**src/rtl/ovl_comp_pkg.sv**
```systemverilog
package ovl_comp_pkg;
  localparam int NUM_WIN   = 5;
  localparam int KEYED_WIN = NUM_WIN - 1;

  // strobes from the coverage control to the blend datapath
  typedef struct packed {
    logic                pixStb;
    logic [NUM_WIN-1:0]  layerOn;
  } ovlStrobe_t;
endpackage

```
**src/rtl/ovl_cover_ctrl.sv**
```systemverilog
module ovl_cover_ctrl
  import ovl_comp_pkg::*;
#(
  parameter int COORD_W = 12,
  parameter int CH_W    = 8
) (
  input  logic                           clk,
  input  logic                           rstN,
  input  logic                           inValid,
  input  logic [COORD_W-1:0]             pixX,
  input  logic [COORD_W-1:0]             pixY,
  input  logic [NUM_WIN-1:0]             winEnable,
  input  logic [NUM_WIN*COORD_W-1:0]     winLeft,
  input  logic [NUM_WIN*COORD_W-1:0]     winTop,
  input  logic [NUM_WIN*COORD_W-1:0]     winRight,
  input  logic [NUM_WIN*COORD_W-1:0]     winBottom,
  input  logic [KEYED_WIN-1:0]           keyEnable,
  input  logic [KEYED_WIN*3*CH_W-1:0]    keyColor,
  input  logic [NUM_WIN-1:0]             layerValid,
  input  logic [NUM_WIN*3*CH_W-1:0]      layerPixel,
  output ovlStrobe_t                     stb
);
  localparam int PIX_W = 3 * CH_W;

  logic [NUM_WIN-1:0] onNext;

  for (genvar w = 0; w < NUM_WIN; w++) begin : g_win
    logic inX, inY, keyHit;
    assign inX = (pixX >= winLeft[w*COORD_W +: COORD_W]) &&
                 (pixX <= winRight[w*COORD_W +: COORD_W]);
    assign inY = (pixY >= winTop[w*COORD_W +: COORD_W]) &&
                 (pixY <= winBottom[w*COORD_W +: COORD_W]);
    if (w == 0) begin : g_base
      assign keyHit = 1'b0;
    end else begin : g_keyed
      assign keyHit = keyEnable[w-1] &&
        (layerPixel[w*PIX_W +: PIX_W] == keyColor[(w-1)*PIX_W +: PIX_W]);
    end
    assign onNext[w] = winEnable[w] & inX & inY & layerValid[w] & ~keyHit;
  end

  always_ff @(posedge clk or negedge rstN) begin
    if (!rstN) begin
      stb <= '0;
    end else begin
      stb.pixStb  <= inValid;
      stb.layerOn <= inValid ? onNext : '0;
    end
  end
endmodule

```
**src/rtl/ovl_blend_dp.sv**
```systemverilog
module ovl_blend_dp
  import ovl_comp_pkg::*;
#(
  parameter int CH_W    = 8,
  parameter int ALPHA_W = 4
) (
  input  logic                            clk,
  input  logic                            rstN,
  input  logic                            inValid,
  input  logic [NUM_WIN*3*CH_W-1:0]       layerPixel,
  input  logic [KEYED_WIN*3*ALPHA_W-1:0]  winAlpha,
  input  logic [3*CH_W-1:0]               bgColor,
  input  ovlStrobe_t                      stb,
  output logic                            outValid,
  output logic [3*CH_W-1:0]               outColor
);
  localparam int PIX_W     = 3 * CH_W;
  localparam int SET_W     = 3 * ALPHA_W;
  localparam int ALPHA_MAX = (1 << ALPHA_W) - 1;
  localparam int SUM_W     = CH_W + ALPHA_W + 1;

  logic [NUM_WIN*PIX_W-1:0]   pixReg;
  logic [KEYED_WIN*SET_W-1:0] alphaReg;
  logic [PIX_W-1:0]           bgReg;

  // snapshot of colour inputs taken with the pixel
  always_ff @(posedge clk or negedge rstN) begin
    if (!rstN) begin
      pixReg   <= '0;
      alphaReg <= '0;
      bgReg    <= '0;
    end else if (inValid) begin
      pixReg   <= layerPixel;
      alphaReg <= winAlpha;
      bgReg    <= bgColor;
    end
  end

  function automatic logic [CH_W-1:0] mixCh(input logic [CH_W-1:0] top,
                                           input logic [CH_W-1:0] below,
                                           input logic [ALPHA_W-1:0] a);
    logic [SUM_W-1:0] aW, tW, bW, sum, quo;
    aW  = SUM_W'(a);
    tW  = SUM_W'(top);
    bW  = SUM_W'(below);
    sum = aW * tW + (SUM_W'(ALPHA_MAX) - aW) * bW;
    quo = sum / SUM_W'(ALPHA_MAX);
    return quo[CH_W-1:0];
  endfunction

  logic [PIX_W-1:0] stackCol [NUM_WIN+1];
  assign stackCol[0] = bgReg;

  for (genvar w = 0; w < NUM_WIN; w++) begin : g_layer
    if (w == 0) begin : g_opaque
      assign stackCol[1] = stb.layerOn[0] ? pixReg[0 +: PIX_W] : stackCol[0];
    end else begin : g_alpha
      logic [PIX_W-1:0] mixed;
      always_comb begin
        for (int c = 0; c < 3; c++) begin
          mixed[c*CH_W +: CH_W] = mixCh(pixReg[w*PIX_W + c*CH_W +: CH_W],
                                        stackCol[w][c*CH_W +: CH_W],
                                        alphaReg[(w-1)*SET_W + c*ALPHA_W +: ALPHA_W]);
        end
      end
      assign stackCol[w+1] = stb.layerOn[w] ? mixed : stackCol[w];
    end
  end

  always_ff @(posedge clk or negedge rstN) begin
    if (!rstN) begin
      outValid <= 1'b0;
      outColor <= '0;
    end else begin
      outValid <= stb.pixStb;
      if (stb.pixStb) outColor <= stackCol[NUM_WIN];
    end
  end
endmodule

```
**src/rtl/ovl_compositor.sv**
```systemverilog
module ovl_compositor
  import ovl_comp_pkg::*;
#(
  parameter int COORD_W = 12,
  parameter int CH_W    = 8,
  parameter int ALPHA_W = 4
) (
  input  logic                            clk,
  input  logic                            rstN,
  input  logic                            inValid,
  input  logic [COORD_W-1:0]              pixX,
  input  logic [COORD_W-1:0]              pixY,
  input  logic [NUM_WIN-1:0]              winEnable,
  input  logic [NUM_WIN*COORD_W-1:0]      winLeft,
  input  logic [NUM_WIN*COORD_W-1:0]      winTop,
  input  logic [NUM_WIN*COORD_W-1:0]      winRight,
  input  logic [NUM_WIN*COORD_W-1:0]      winBottom,
  input  logic [KEYED_WIN*3*ALPHA_W-1:0]  winAlpha,
  input  logic [KEYED_WIN-1:0]            keyEnable,
  input  logic [KEYED_WIN*3*CH_W-1:0]     keyColor,
  input  logic [3*CH_W-1:0]               bgColor,
  input  logic [NUM_WIN-1:0]              layerValid,
  input  logic [NUM_WIN*3*CH_W-1:0]       layerPixel,
  output logic                            outValid,
  output logic [3*CH_W-1:0]               outColor
);
  ovlStrobe_t stb;

  ovl_cover_ctrl #(.COORD_W(COORD_W), .CH_W(CH_W)) i_ctrl (
    .clk(clk), .rstN(rstN), .inValid(inValid), .pixX(pixX), .pixY(pixY),
    .winEnable(winEnable), .winLeft(winLeft), .winTop(winTop),
    .winRight(winRight), .winBottom(winBottom), .keyEnable(keyEnable),
    .keyColor(keyColor), .layerValid(layerValid), .layerPixel(layerPixel),
    .stb(stb)
  );

  ovl_blend_dp #(.CH_W(CH_W), .ALPHA_W(ALPHA_W)) i_dp (
    .clk(clk), .rstN(rstN), .inValid(inValid), .layerPixel(layerPixel),
    .winAlpha(winAlpha), .bgColor(bgColor), .stb(stb),
    .outValid(outValid), .outColor(outColor)
  );
endmodule

```
**config.mk**
```make
export PLATFORM = sky130hd
export DESIGN_NAME = ovl_compositor
export DESIGN_NICKNAME = d
export VERILOG_FILES = /design/src/rtl/ovl_comp_pkg.sv /design/src/rtl/ovl_cover_ctrl.sv /design/src/rtl/ovl_blend_dp.sv /design/src/rtl/ovl_compositor.sv
export SDC_FILE = /design/constraint.sdc
export NUM_CORES = 2
export LEC_CHECK = 0
export BUFFER_PORTS_ARGS = -buffer_cell sky130_fd_sc_hd__buf_2
export CORE_MARGIN = 3
export CORE_UTILIZATION = 57
export DETAILED_ROUTE_END_ITERATION = 10
export PLACE_DENSITY = 0.93
export SYNTH_ARGS = -nofsm -noshare
export SYNTH_HDL_FRONTEND = slang
export SYNTH_SLANG_ARGS = --single-unit
```
**constraint.sdc**
```tcl
create_clock -name clk -period 32.8 [get_ports clk]
set_input_delay 9.84 -clock clk [delete_from_list [all_inputs] [get_ports clk]]
set_output_delay 9.84 -clock clk [all_outputs]
set_load 0.01 [all_outputs]
```
==> impl_metrics.py <==
metrics = {
    "outcome": {
        "outcome": "complete, no violations",
    },
    "critical_path": {
        "arrival_ns": 33.23,
        "r2r_setup_slack_ns": 0.06,
        "r2r_start": "i_ctrl.stb[0]",
        "cp-end-kind": "flip-flop",
        "critical_path_class": "flip-flop to flip-flop",
        "crit_path_max_incr_delay_ns": 0.83,
        "cp-start-kind": "flip-flop",
        "critPathRequiredTime_ns": 33.30,
        "r2r_end": "i_dp.outColor[0]",
        "reg2reg_depth": 128,
        "crit_top_cell": "fa_1",
        "setup.worst_path.start": "i_ctrl.stb[0]",
        "cp-endpoint": "i_dp.outColor[0]",
        "crit_path_top_delay_cell": "fa_1",
        "crit_fanout": 9,
    },
    "sta": {
        "hold_slack_ns": 0.493,
        "layout_min_cycle_time_ns": 32.74,
        "period_share": 0.998,
        "relSlewSlack": 0.0613,
        "rsz0062_at_grt": "true",
        "worst_pin_slew_ns": 1.39,
        "drv_slew": 0,
        "hold_violations": 0,
        "setup_viol": 0,
        "setup-tns-final_ns": 0,
        "finalClockSkew_ns": 0.0416,
        "clock.fmax_mhz": 30.5,
    },
    "detailed_routing": {
        "drt_iter0_drc": 5671,
        "dr.pass1.iters": 9,
        "postRouteAntennaNets": 0,
        "vias": 57200,
        "wl_per_cell_um": 21.5,
        "routed_wl_um": 193000,
        "drc": 0,
        "vias_per_cell": 6.37,
    },
    "synthesis": {
        "ys_seq_area_frac": 0.0983,
        "synth.area.top_cells": "fa_1, ha_1, dfrtp_1",
        "synth.ff_latch_count": 223,
        "synthArstFlopShare": 1.00,
        "synth_edf_count": 0,
        "synth.largest_area_cell": "fa_1",
        "synth_flop_cell": "dfrtp_1",
        "synthCells": 6908,
        "netlist_area_mm2": 0.0567,
        "ys_warn_count": 0,
        "syn_avg_cell_area_um2": 8.21,
        "yosysUniqueCellTypes": 150,
        "synth.top_cell.area_share": 0.178,
    },
    "global_routing": {
        "grt_first_pass_wirelength_um": 285000,
        "overflow": 0,
        "grt_pass1_vias": 55500,
        "grtUsageTotal": 0.338,
        "grt_max_degree": 81,
        "antenna_found_initial": 25,
    },
    "finish": {
        "final_util": 0.681,
        "area_growth_pct": 18.3,
        "drive_gt1_frac": 0.243,
        "nNetsFinal": 9458,
        "fillerInstances": 6901,
    },
    "die": {
        "start_util": 0.576,
        "die_y_um": 322,
        "ios": 594,
        "core_mm2": 0.0986,
        "die_w_um": 322,
        "rows": 115,
        "dieArea_mm2": 0.103,
    },
    "min_path": {
        "worstHoldPathType": "flip-flop to flip-flop",
        "whs_path_depth": 1,
    },
    "clock_network": {
        "cts_hold_buf": 0,
        "cts-buffers-inserted": 30,
        "clk-insertion-delay-late_ns": 0.66,
        "cts_sinks": 223,
        "clkTransAtPathRegs_ns": 0.08,
        "ctsRootBufferMaster": "clkbuf_16",
        "cts_tree": "yes",
        "htree_num_levels": 1,
        "cts.path.max_buffers": 3,
    },
    "placed_design": {
        "gp_congestion": 0.989,
        "io_buffer_count": 593,
        "dp_hpwl_um": 145000,
    },
    "flow_run": {
        "cap_violations": 0,
    },
}
[per-stage QoR]
stage	cell area, um^2	std cells	setup slack, ns
after floorplan	56800	6913	1.04
after global placement	61600	8748	-0.830
after detailed placement	61600	8748	-1.54
after CTS	63000	8813	0.000519
after global routing	67100	8979	-1.06
final	67100	8984	0.0615
[layout by cell type, fill, tap and decap left out, drive strengths merged, types with 37 or more instances in the layout]
cell type and n:
and3 42, ha 726, inv 1053, nor3 111, mux2 216, nand3 126, nand2b 102, nand4 68
fa 504, dfrtp 223, and2 175, a211oi 79, clkbuf 41, o21ai 302, a21oi 331, o21a 89
mux2i 59, buf 889, xnor2 158, a211o 37, nand2 543, nor2 518, or2 107, o211ai 91
nor2b 108, a31oi 47, nor4 53, or3 55, o31ai 41, xor2 107, o22ai 37, a21o 95
[area by class of cell]
type                       count  area [um^2]  share of cell area
tap                         1287         1610              0.0240
clock buffer                  38          821              0.0122
clock inverter                16          130             0.00194
multi-input combinational   5459        49700               0.740
antenna                       16         40.0            0.000597
inverter                    1052         3950              0.0588
timing repair buffer         893         5330              0.0794
sequential                   223         5580              0.0832
[synth_stat cells, drive strengths merged (33+ instances only)]
cell type	number
a211o	37
a211oi	79
a21o	95
a21oi	331
a31oi	47
and2	175
and3	42
buf	33
clkbuf	147
dfrtp	223
fa	504
ha	726
inv	1050
mux2	216
mux2i	59
nand2	543
nand2b	102
nand3	125
nand4	68
nor2	518
nor2b	108
nor3	111
nor4	53
o211ai	91
o21a	89
o21ai	302
o22ai	37
o31ai	41
or2	107
or3	55
xnor2	158
xor2	107
[per-layer routing]
metal / vias to the layer above / share of wire / GRT usage
met4: 16 / 0.070 / 0.194
met2: 3434 / 0.47 / 0.572
met5: - / 0.00071 / 0
met1: 27300 / 0.36 / 0.404
met3: 934 / 0.097 / 0.0626
li1: 25500 / - / -
[flip-flops by register name (all words and copies together) (netlist names)]
signal         count
i_dp.bgReg        24
i_ctrl.stb         6
i_dp.outColor     24
i_dp.alphaReg     48
i_dp.outValid      1
i_dp.pixReg      120
[critical path, delay by kind of cell (launching register included)]
kind / cells / cell delay [ns]
adders and majority gates: 28 / 11.14
AOI/OAI and AO/OA: 44 / 9.96
and+or+nand+nor: 30 / 7.25
buffers and inverters: 18 / 1.96
xor gates and xnor gates: 6 / 1.09
muxes: 2 / 0.57
DFF: 1 / 0.51
[worst min path at each step]
stage	start	to	slack [ns]
final	i_dp.outColor[13]	i_dp.outColor[13]	0.49
after global routing	i_dp.outColor[13]	i_dp.outColor[13]	0.51
after CTS	i_dp.outColor[13]	i_dp.outColor[13]	0.49
after detailed placement	i_dp.outColor[13]	i_dp.outColor[13]	0.47
after global placement	i_dp.outColor[11]	i_dp.outColor[11]	0.46
after floorplan	i_ctrl.stb[5]	i_dp.outValid	0.35
[cells by family after synthesis]
kind of cell | after synthesis | share of synthesized area
compound gates | 1551 | 0.194
xor+xnor | 268 | 0.0428
fa+ha+maj | 1256 | 0.342
buf+inv | 1232 | 0.0840
flops | 223 | 0.0983
mux | 275 | 0.0534
other cells | 1 | 0.0000661
simple gates | 2102 | 0.185
[repair_timing]
action                                  in CTS  in global routing
buffers inserted                            11                150
resized for setup                           65                605
endpoints found under the setup margin       9                 18
pin swaps                                    9                212
cloned                                       0                  5
Power is left out: the tool's default activity adds up to more than one toggle a clock period on the data nets, which glitch-free logic cannot reach.
